**src/rtl/bundle_repair_pkg.sv**
```systemverilog
package bundle_repair_pkg;

    localparam int unsigned LINES   = 8;
    localparam int unsigned SPARES  = 2;
    localparam int unsigned WIRES   = LINES + SPARES;
    localparam int unsigned KEPT    = LINES - SPARES;
    localparam int unsigned NSTATES = 6;
    localparam int unsigned STW     = $clog2(NSTATES);
    localparam int unsigned WIW     = $clog2(WIRES);
    localparam int unsigned LW      = $clog2(LINES);

    typedef logic [STW-1:0] state_t;

    typedef enum logic [1:0] {
        COL_STRAIGHT = 2'd0,
        COL_SPREAD_A = 2'd1,
        COL_SPREAD_B = 2'd2
    } col1_e;

    typedef struct packed {
        col1_e col1;
        logic  col2_swap;
    } sw_ctrl_t;

    // state -> column controls; out-of-range codes fall back to straight
    function automatic sw_ctrl_t decode_state(state_t s);
        sw_ctrl_t c;
        case (s)
            3'd1:    c = '{col1: COL_SPREAD_A, col2_swap: 1'b0};
            3'd2:    c = '{col1: COL_SPREAD_B, col2_swap: 1'b0};
            3'd3:    c = '{col1: COL_STRAIGHT, col2_swap: 1'b1};
            3'd4:    c = '{col1: COL_SPREAD_A, col2_swap: 1'b1};
            3'd5:    c = '{col1: COL_SPREAD_B, col2_swap: 1'b1};
            default: c = '{col1: COL_STRAIGHT, col2_swap: 1'b0};
        endcase
        return c;
    endfunction

    function automatic logic [LW-1:0] spread_a(logic [LW-1:0] i);
        logic [LW-1:0] o;
        case (i)
            3'd0: o = 3'd2;
            3'd1: o = 3'd6;
            3'd2: o = 3'd0;
            3'd3: o = 3'd5;
            3'd4: o = 3'd7;
            3'd5: o = 3'd3;
            3'd6: o = 3'd1;
            default: o = 3'd4;
        endcase
        return o;
    endfunction

    function automatic logic [LW-1:0] spread_b(logic [LW-1:0] i);
        logic [LW-1:0] o;
        case (i)
            3'd0: o = 3'd3;
            3'd1: o = 3'd5;
            3'd2: o = 3'd7;
            3'd3: o = 3'd0;
            3'd4: o = 3'd6;
            3'd5: o = 3'd1;
            3'd6: o = 3'd4;
            default: o = 3'd2;
        endcase
        return o;
    endfunction

    // physical wire carrying a logical lane under the given column controls
    function automatic logic [WIW-1:0] route(sw_ctrl_t c, logic [LW-1:0] lane);
        logic [LW-1:0] p;
        if (int'(lane) >= KEPT) begin
            return WIW'(int'(lane) - KEPT + LINES);
        end
        case (c.col1)
            COL_SPREAD_A: p = spread_a(lane);
            COL_SPREAD_B: p = spread_b(lane);
            default:      p = lane;
        endcase
        if (c.col2_swap) begin
            p = p ^ LW'(1);
        end
        return WIW'(p);
    endfunction

endpackage

```
**src/rtl/bundle_cfg_reg.sv**
```systemverilog
module bundle_cfg_reg
    import bundle_repair_pkg::*;
(
    input  logic   clk,
    input  logic   rst_n,
    input  logic   load,
    input  state_t req_state,
    output state_t state_q
);

    typedef struct packed {
        state_t state;
    } cfg_t;

    cfg_t cfg_d, cfg_q;

    always_comb begin
        cfg_d = cfg_q;
        if (load && (int'(req_state) < NSTATES)) begin
            cfg_d.state = req_state;
        end
    end

    always_ff @(posedge clk or negedge rst_n) begin
        if (!rst_n) begin
            cfg_q <= '0;
        end else begin
            cfg_q <= cfg_d;
        end
    end

    assign state_q = cfg_q.state;

endmodule

```
**src/rtl/bundle_tx_map.sv**
```systemverilog
module bundle_tx_map
    import bundle_repair_pkg::*;
(
    input  state_t             state,
    input  logic [LINES-1:0]   data,
    output logic [WIRES-1:0]   wires
);

    sw_ctrl_t       ctrl;
    logic [WIW-1:0] dest [LINES];
    logic [LINES-1:0] sel [WIRES];

    assign ctrl = decode_state(state);

    for (genvar l = 0; l < LINES; l++) begin : g_lane
        assign dest[l] = route(ctrl, LW'(l));
    end

    for (genvar w = 0; w < WIRES; w++) begin : g_wire
        for (genvar l = 0; l < LINES; l++) begin : g_hit
            assign sel[w][l] = (dest[l] == WIW'(w));
        end
        assign wires[w] = |(sel[w] & data);
    end

endmodule

```
**src/rtl/bundle_rx_map.sv**
```systemverilog
module bundle_rx_map
    import bundle_repair_pkg::*;
(
    input  state_t             state,
    input  logic [WIRES-1:0]   wires,
    output logic [LINES-1:0]   data
);

    sw_ctrl_t       ctrl;
    logic [WIW-1:0] src [LINES];

    assign ctrl = decode_state(state);

    for (genvar l = 0; l < LINES; l++) begin : g_lane
        assign src[l]  = route(ctrl, LW'(l));
        assign data[l] = wires[src[l]];
    end

endmodule

```
**src/rtl/bundle_repair_switch.sv**
```systemverilog
module bundle_repair_switch
    import bundle_repair_pkg::*;
(
    input  logic                 clk,
    input  logic                 rst_n,
    input  logic                 cfg_load,
    input  logic [STW-1:0]       cfg_state,
    input  logic [LINES-1:0]     tx_data,
    output logic [WIRES-1:0]     tx_wires,
    input  logic [WIRES-1:0]     rx_wires,
    output logic [LINES-1:0]     rx_data
);

    state_t state_q;

    bundle_cfg_reg cfg_i (
        .clk       (clk),
        .rst_n     (rst_n),
        .load      (cfg_load),
        .req_state (cfg_state),
        .state_q   (state_q)
    );

    bundle_tx_map tx_i (
        .state (state_q),
        .data  (tx_data),
        .wires (tx_wires)
    );

    bundle_rx_map rx_i (
        .state (state_q),
        .wires (rx_wires),
        .data  (rx_data)
    );

endmodule

```
**config.mk**
```make
export PLATFORM = sky130hd
export DESIGN_NAME = bundle_repair_switch
export DESIGN_NICKNAME = d
export VERILOG_FILES = /design/src/rtl/bundle_repair_pkg.sv /design/src/rtl/bundle_cfg_reg.sv /design/src/rtl/bundle_tx_map.sv /design/src/rtl/bundle_rx_map.sv /design/src/rtl/bundle_repair_switch.sv
export SDC_FILE = /design/constraint.sdc
export NUM_CORES = 1
export LEC_CHECK = 0
export BUFFER_PORTS_ARGS = -buffer_cell sky130_fd_sc_hd__buf_4
export CORE_MARGIN = 2
export CORE_UTILIZATION = 30
export DETAILED_ROUTE_END_ITERATION = 12
export PLACE_DENSITY = 0.63
export SETUP_SLACK_MARGIN = 0.2
export SYNTH_ARGS = -nofsm -noshare
export SYNTH_HDL_FRONTEND = slang
export SYNTH_SLANG_ARGS = --single-unit
```
**constraint.sdc**
```tcl
create_clock -name clk -period 2.45 [get_ports clk]
set_clock_uncertainty 0.1 [all_clocks]
set_input_delay 0.1225 -clock clk [delete_from_list [all_inputs] [get_ports clk]]
set_output_delay 0.1225 -clock clk [all_outputs]
set_load 0.05 [all_outputs]
```
==> results of run 1 <==
## power breakdown
part	switching, mW	internal [mW]	leakage, nW
clock network	0.0251	0.0610	0.0150
registers	0.00650	0.0563	0.0347
logic	1.01	0.861	0.802
## per-stage QoR
| step | total power [mW] | setup TNS [ps] | cell area [sq um] |
|---|---|---|---|
| 2_1_floorplan | 1.19 | -1250 | 1270 |
| 3_3_place_gp | 1.56 | -919 | 1680 |
| 3_5_place_dp | 1.58 | -1350 | 1680 |
| 4_1_cts | 1.94 | -2910 | 1970 |
| 5_1_grt | 2.13 | -4160 | 2040 |
| 6_report | 2.02 | -2980 | 2040 |
## worst max-delay path by stage
stage,to,depth (start not counted),startpoint
after global placement,tx_wires[4],11,cfg_i.state_q[2]
after floorplan,tx_wires[6],9,cfg_i.state_q[2]
after CTS,rx_data[3],8,cfg_i.state_q[2]
after global routing,rx_data[1],10,cfg_i.state_q[1]
after detailed placement,tx_wires[4],11,cfg_i.state_q[2]
final,rx_data[1],9,cfg_i.state_q[2]
## cells in the final DEF (no fill, tap or decap), drive strengths merged, types with 2 or more instances in the layout
master / count
inv: 8
nor2b: 5
clkbuf: 4
a221oi: 5
nand4: 2
a31oi: 2
mux2: 5
mux4: 6
xnor2: 2
o22ai: 2
mux2i: 8
buf: 64
a311oi: 2
nor3: 2
and2: 3
nor2: 6
dfrtp: 3
a21oi: 6
o21ai: 7
ha: 7
nand3: 4
nand2: 19
## metal layers
metal	GRT usage, %	up-vias	share of wire, %
li1	-	575	-
met2	39.2	36	56
met5	0	-	0
met3	2.52	6	4.8
met1	24.2	587	38
met4	5.78	0	1.2
## what timing repair did
action / in CTS / in global routing
endpoints found under the hold margin: 3 / 0
setup buffers: 7 / 1
gates resized for setup: 46 / 15
hold buffers: 1 / 0
pin swaps: 9 / 9
endpoints found under the setup margin: 14 / 14
## layout make-up
type | count | area [sq um] | share of cell area (%)
clock buffer | 4 | 26.3 | 1.29
tap | 44 | 55.1 | 2.70
multi-input combinational | 102 | 1220 | 60.0
inverter | 9 | 48.8 | 2.40
timing repair buffer | 65 | 609 | 29.9
sequential | 3 | 76.3 | 3.75
## cells by family after synthesis
| kind of cell | synth area share, % |
|---|---|
| simple gates | 21.2 |
| buf+inv | 9.09 |
| xor+xnor | 3.41 |
| mux | 28.5 |
| flops | 7.58 |
| compound gates | 21.3 |
| fa+ha+maj | 8.84 |
## worst register-to-register path: cells and delay by family (launching register included)
family	cells	cell delay (ps)
flip-flops	1	370
buffers and inverters	1	150
multiplexers	1	250
==> metrics.txt, run 1 <==
f_max=0.367 GHz; ys async rst share=100%; Final Hold Vio Count=0; total track usage=20.7%; largest net degree at the start of global routing=13; post-synthesis sequential area ratio=7.58%; worst slew pin tran=470 ps; Syn Std Cell Area=991 sq um; Syn Area/Cell=7.93 sq um; share of layout cells above drive strength 1=70.5%; DP Cell Count=214; WP buf/inv=1; setup slack after placement=-182 ps; status=finished with violations; Area growth syn-to-layout=106%; post-detail-place hpwl=2.66 mm; most frequent cells after synthesis=nand2_1 (19), inv_1 (8), mux2i_1 (8); RePlAce Congestion=0.875; reg-to-reg endpoint=cfg_i.state_q[0]; pwr/cell area=994 nW/um^2; Worst Setup Start Kind=flip-flop; vias in the first global route=1,224; first-pass GRT wire length=5.82 mm; Synth area leaders=mux4_2 (9.1%), ha_1 (8.8%), mux2i_1 (8.1%); cells on worst reg2reg path=2; final setup fails=14; WP data arrival=2500 ps; Crit path largest cell delay=520 ps; WS Path Type=flip-flop to output port; Clock Latency Late Sink=230 ps; clk buf depth=2; H-tree level count=1; die width=61.5 um; core area=3100 sq um; crit-path max FO=6; DR DRC count=0; max cap viols=0; top cell type's share of synthesized area=9.09%; CTS Buf Count=3; # clock sinks=3; failing checks=setup timing; Cells after Synth=125; final net count=215; Post-Syn Nets=156; # rows=20; Synth warnings=0; worst vdd ir=495 uV; Overflow after GRT=0; r2r startpoint=cfg_i.state_q[0]; Hold Crit Start=cfg_state[0]; RSZ-0062 raised after global routing=yes; total number of vias=1,204; Yosys reg bits=3; Distinct cells, synth=36; Wirelength per Cell=16.3 um; Port Buffers=33; Worst Hold Depth=2; I/O Pins=42; CTS tree=yes; drt initial violations=38; r2r setup slk=1460 ps; fin worst setup slack=-273 ps; WHS Endpoint=cfg_i.state_q[0]; period utilisation layout=111%; Synth area leader=mux4_2; most common flop cell mapped by yosys=dfrtp_1; CTS clk-pin slew, worst paths=40 ps; Inserted Diodes=0; Cell Chain, Critical Path=or3_1 > nand2_2 > nand2_2 > ha_4 > ha_4 > mux4_2 > nand2_2 > nand2_4 > buf_6; fin cells=227; critical-path cell with the highest stage delay=mux4_2; Post-synth EDFFs=0; routed vias/inst=5.30; CP top delay family=simple AND/OR/NAND/NOR gates; Vert. Die Dim=61.5 um; most frequent CP cell=nand2_2; Leak=0.852 nW; min Tclk post-route=2720 ps; post-route ant nets=0; CTS root buffer=clkbuf_4; max_slew headroom=68.6%; Hold Crit Class=primary input to flip-flop; antenna violations before repair=0; most common cell in the synthesized netlist=nand2_1; final design utilization=65.6%; die area=3780 sq um; Crit. End Element=output port; Initial Util=31.9%; fillers=269; Final Max Slew Viols=0; WP data required=2230 ps; First-pass DRT Iterations=4; Largest register FFs=3; smallest hold slack=25.6 ps; Post-Route WL=3.70 mm
(Power assumes the default switching activity.)
==> inputs of run 2 (changes only) <==
==> constraint.sdc (replaced) <==
create_clock -name clk -period 2.45 [get_ports clk]
set_clock_uncertainty 0.1 [all_clocks]
set_input_delay 0.1225 -clock clk [delete_from_list [all_inputs] [get_ports clk]]
set_output_delay 0.1225 -clock clk [all_outputs]
set_load 0.1 [all_outputs]
==> metrics.txt, run 2 (synthesis gave the netlist of run 1 again) <==
I/O Pins=42; Crit. End Element=output port; Leak=0.915 nW; final net count=223; # rows=20; die width=61.5 um; post-route ant nets=0; DP Cell Count=221; Port Buffers=33; # clock sinks=3; clk buf depth=2; core area=3100 sq um; Vert. Die Dim=61.5 um; worst slew pin tran=419 ps; Clock Latency Late Sink=240 ps; worst vdd ir=488 uV; Hold Crit Class=primary input to flip-flop; Initial Util=31.9%; DR DRC count=0; Largest register FFs=3; WP data required=2230 ps; total number of vias=1,266; cells on worst reg2reg path=2; f_max=0.348 GHz; total track usage=21.0%; Inserted Diodes=0; Overflow after GRT=0; max_slew headroom=72.1%; Final Max Slew Viols=0; min Tclk post-route=2870 ps; worst setup path endpoint=rx_data[3]; setup slack after placement=-236 ps; drt initial violations=62; WP data arrival=2650 ps; r2r startpoint=cfg_i.state_q[0]; Post-Route WL=3.76 mm; RSZ-0062 raised after global routing=yes; final design utilization=68.5%; RePlAce Congestion=0.884; CTS Buf Count=3; H-tree level count=1; routed vias/inst=5.39; status=finished with violations; first-pass GRT wire length=5.92 mm; post-detail-place hpwl=2.74 mm; reg-to-reg endpoint=cfg_i.state_q[0]; r2r setup slk=1460 ps; antenna violations before repair=0; First-pass DRT Iterations=4; fin cells=235; fin worst setup slack=-421 ps; fillers=252; vias in the first global route=1,293; CTS root buffer=clkbuf_4; smallest hold slack=22.4 ps; Wirelength per Cell=16.0 um; share of layout cells above drive strength 1=69.1%; most common cell after layout, fill and taps aside=buf_4; Area growth syn-to-layout=115%; failing checks=setup timing; Final Hold Vio Count=0; crit-path max FO=7; commonest cells after routing, fill and taps aside=buf_4 (48), nand2_1 (14), buf_6 (12); die area=3780 sq um; post-route cell area=2130 sq um; CTS tree=yes; period utilisation layout=117%; Placed Area=1680 sq um; max cap viols=0; Worst Setup Start Kind=flip-flop; WS Path Type=flip-flop to output port; largest net degree at the start of global routing=14; final setup fails=14; critical path startpoint=cfg_i.state_q[2]; total power=2.63 mW; CTS clk-pin slew, worst paths=40 ps; setup TNS=-4770 ps; pwr/cell area=1240 nW/um^2
==> run 2: worst max-delay path, cell delays in order (launching register included) <==
cell      delay, ps
dfrtp_2         440
ha_4            170
or2_4           230
a32oi_4         330
buf_6           170
xnor2_4         160
mux2_4          350
a311oi_4        330
buf_12          220
==> run 2: repair_timing <==
item / in CTS / in global routing
hold buffers: 1 / 0
endpoints found under the setup margin: 14 / 14
buffers inserted: 4 / 5
gates resized for setup: 73 / 6
pin swaps: 9 / 11
hold endpoints to repair: 3 / 0
==> run 2: worst min path at each step <==
| stage | start | to | cells after the start |
|---|---|---|---|
| floorplan | rst_n | cfg_i.state_q[0] | 0 |
| global placement | rst_n | cfg_i.state_q[1] | 1 |
| detailed placement | rst_n | cfg_i.state_q[1] | 1 |
| CTS | cfg_state[0] | cfg_i.state_q[0] | 2 |
| global route | cfg_state[0] | cfg_i.state_q[0] | 2 |
| finish | cfg_state[0] | cfg_i.state_q[0] | 2 |
==> run 2: layout make-up <==
type / count / area, sq um / share of cell area [%]
clock buffer: 4 / 26.3 / 1.24
inverter: 9 / 38.8 / 1.82
multi-input combinational: 102 / 1190 / 55.9
sequential: 3 / 76.3 / 3.59
tap: 44 / 55.1 / 2.59
timing repair buffer: 73 / 741 / 34.8
==> run 2: metal layers <==
metal / part of all wire (%) / GRT usage, %
met2: 53 / 39.5
met4: 1.6 / 5.78
met1: 40 / 25.5
met5: 0 / 0
met3: 6.2 / 1.68
==> run 2: power by group <==
part           internal [mW]  total [mW]  leakage [nW]  switching, mW
combinational           1.03        2.48         0.865           1.45
sequential            0.0562      0.0618        0.0347        0.00564
clock                 0.0613      0.0906        0.0150         0.0293
==> inputs of run 3 (changes only) <==
--- a/config.mk
+++ b/config.mk
@@ -7,9 +7,9 @@
 export LEC_CHECK = 0
 export BUFFER_PORTS_ARGS = -buffer_cell sky130_fd_sc_hd__buf_4
 export CORE_MARGIN = 2
-export CORE_UTILIZATION = 30
+export CORE_UTILIZATION = 43
 export DETAILED_ROUTE_END_ITERATION = 12
-export PLACE_DENSITY = 0.63
+export PLACE_DENSITY = 0.83
 export SETUP_SLACK_MARGIN = 0.2
 export SYNTH_ARGS = -nofsm -noshare
 export SYNTH_HDL_FRONTEND = slang
==> metrics.txt, run 3 <==
Yosys reg bits=3; most common cell in the synthesized netlist=nand2_1; DP Cell Count=210; I/O Pins=42; Post-Syn Nets=156; Initial Util=45.2%; Vert. Die Dim=52.0 um; Cells after Synth=125; GRT worst endpoint=rx_data[3]; clk buf depth=2; Synth warnings=0; H-tree level count=1; Synth area leader=mux4_2; Placed Area=1710 sq um; Distinct cells, synth=36; largest net degree at the start of global routing=14; CTS root buffer=clkbuf_4; ys async rst share=100%; # rows=17; Syn Std Cell Area=991 sq um; # clock sinks=3; Failed at=global routing; CTS Buf Count=3; worst endpoint type=output port; top cell type's share of synthesized area=9.09%; Post-synth EDFFs=0; most frequent cells after synthesis=nand2_1 (19), inv_1 (8), mux2i_1 (8); Syn Area/Cell=7.93 sq um; most common flop cell mapped by yosys=dfrtp_1; RePlAce Congestion=0.890; error msg=[ERROR DPL-0038] Utilization greater than 100%, impossible to legalize; post-detail-place hpwl=2.97 mm; Synth area leaders=mux4_2 (9.1%), ha_1 (8.8%), mux2i_1 (8.1%); die width=52.0 um; status=did not finish; Port Buffers=33; post-synthesis sequential area ratio=7.58%
## run 3: cell counts after synthesis
Identical to the previous run, type by type.
## run 3: cell families after synthesis
family	Yosys count	synth area share (%)
XOR/XNOR	3	3.41
adder cells (fa/ha/maj)	7	8.84
multiplexers	19	28.5
AND/OR/NAND/NOR	44	21.2
flip-flops	3	7.58
buffers and inverters	20	9.09
AO/OA/AOI/OAI	29	21.3
## run 3: per-stage QoR
step                      hold slack (ps)  setup WS, ps
after global placement               -188          -145
after floorplan                      -273          -554
after CTS                            7.98          -372
after detailed placement             -182          -251
## run 3: timing repair
item                                    4_1_cts
endpoints found under the hold margin         3
hold buffers                                  1
buffers inserted                              7
gates resized for setup                      72
endpoints found under the setup margin       14
pin swaps                                    17
==> inputs of run 4 (changes only) <==
--- a/config.mk
+++ b/config.mk
@@ -6,11 +6,10 @@
 export NUM_CORES = 1
 export LEC_CHECK = 0
 export BUFFER_PORTS_ARGS = -buffer_cell sky130_fd_sc_hd__buf_4
-export CORE_MARGIN = 2
-export CORE_UTILIZATION = 43
+export CORE_AREA = 2 2 63 65
 export DETAILED_ROUTE_END_ITERATION = 12
-export PLACE_DENSITY = 0.83
-export SETUP_SLACK_MARGIN = 0.2
+export DIE_AREA = 0 0 65 67
+export PLACE_DENSITY_LB_ADDON = 0.15
 export SYNTH_ARGS = -nofsm -noshare
 export SYNTH_HDL_FRONTEND = slang
 export SYNTH_SLANG_ARGS = --single-unit
==> constraint.sdc (replaced) <==
create_clock -name clk -period 3.2 [get_ports clk]
set_clock_uncertainty 0.1 [all_clocks]
set_input_delay 0.16 -clock clk [delete_from_list [all_inputs] [get_ports clk]]
set_output_delay 0.16 -clock clk [all_outputs]
set_load 0.1 [all_outputs]
==> metrics.txt, run 4 (synthesis gave the netlist of run 1 again) <==
First-pass DRT Iterations=4; Vert. Die Dim=67 um; pwr/cell area=977 nW/um^2; fillers=369; period utilisation layout=95.4%; reg-to-reg endpoint=cfg_i.state_q[0]; routed vias/inst=5.25; fin worst setup slack=147 ps; total number of vias=1,107; commonest cells after routing, fill and taps aside=buf_4 (43), nand2_1 (19), inv_1 (8), mux2i_1 (8); core area=3610 sq um; status=finished clean; worst slew pin tran=380 ps; Inserted Diodes=0; Final Hold Vio Count=0; Placed Area=1350 sq um; post-route ant nets=0; Post-Route WL=3.02 mm; max_slew headroom=74.6%; CTS clk-pin slew, worst paths=30 ps; vias in the first global route=1,086; clk buf depth=2; Largest register FFs=3; f_max=0.328 GHz; largest net degree at the start of global routing=13; DR DRC count=0; Worst Setup Start Kind=flip-flop; CTS tree=yes; Wirelength per Cell=14.3 um; RePlAce Congestion=0.811; worst vdd ir=524 uV; post-route cell area=1490 sq um; CTS root buffer=clkbuf_8; r2r setup slk=2280 ps; smallest hold slack=86.4 ps; I/O Pins=42; Hold Crit Class=primary input to flip-flop; die width=65 um; cells on worst reg2reg path=1; # clock sinks=3; WP data arrival=2790 ps; H-tree level count=1; max cap viols=0; Overflow after GRT=0; Cell Chain, Critical Path=inv_1 > ha_1 > or2_4 > a32oi_4 > buf_4 > xnor2_4 > mux2_4 > a311oi_2 > buf_6; WP buf/inv=3; total track usage=14.8%; drt initial violations=65; Initial Util=27.5%; # rows=22; antenna violations before repair=0; final setup fails=0; WHS Endpoint=cfg_i.state_q[0]; CP top delay family=compound AO/OA/AOI/OAI gates; Clock Latency Late Sink=210 ps; share of layout cells above drive strength 1=46.0%; RSZ-0062 raised after global routing=no; Final Max Slew Viols=0; crit-path max FO=10; Crit. End Element=output port; first-pass GRT wire length=5.01 mm; CTS Buf Count=3; die area=4360 sq um; Hold Crit Start=cfg_state[0]; WS Path Type=flip-flop to output port; post-detail-place hpwl=2.43 mm; min Tclk post-route=3050 ps; Area growth syn-to-layout=49.9%; Leak=0.678 nW; Port Buffers=33; Worst Hold Depth=2; Crit path largest cell delay=410 ps; critical-path cell with the highest stage delay=dfrtp_1; final net count=195; r2r startpoint=cfg_i.state_q[0]; setup TNS=0 ps; most common cell after layout, fill and taps aside=buf_4; setup slack after placement=205 ps; total power=1.45 mW; WP data required=2940 ps
-- run 4: worst max-delay path by stage --
stage / from / endpoint / depth (start not counted) / slack (ps)
after global placement: cfg_i.state_q[1] / rx_data[3] / 10 / 270
after CTS: cfg_i.state_q[1] / rx_data[1] / 10 / 0.3
after global routing: cfg_i.state_q[1] / rx_data[3] / 9 / 20
after floorplan: cfg_i.state_q[1] / rx_data[3] / 9 / -400
after detailed placement: cfg_i.state_q[1] / rx_data[3] / 10 / 200
final: cfg_i.state_q[1] / rx_data[3] / 9 / 150
-- run 4: power breakdown --
group	total, mW	switching [mW]	internal [mW]
clock	0.112	0.0273	0.0851
combinational	1.29	0.907	0.381
sequential	0.0509	0.00809	0.0428
total	1.45	0.942	0.509
-- run 4: routing by layer --
layer	share of wire, %	track usage [%]	vias up
met1	42	17.6	524
li1	-	-	536
met2	52	26.8	43
met5	0	0	-
met4	1.3	4.79	0
met3	5.0	2.53	4
-- run 4: repair_timing --
item / in CTS / in global routing
hold endpoints to repair: 3 / 0
hold buffers: 1 / 0
endpoints found under the setup margin: 1 / 11
gates cloned: 0 / 0
resized for setup: 2 / 8
pin swaps: 0 / 1
buffers inserted: 0 / 3
-- run 4: cell type report --
cell class	instances	area [sq um]	area share, %
clock buffers	4	45.0	3.03
flip-flops and latches	3	75.1	5.05
multi-input cells	102	923	62.2
well taps	48	60.1	4.04
inverters	9	37.5	2.53
repair buffers	45	344	23.2
-- run 4: per-stage QoR --
stage / std cells / util (%)
after global routing: 211 / 41.2
after detailed placement: 203 / 37.4
after floorplan: 125 / -
after CTS: 208 / 39.3
after global placement: 203 / 37.4
final: 211 / 41.2
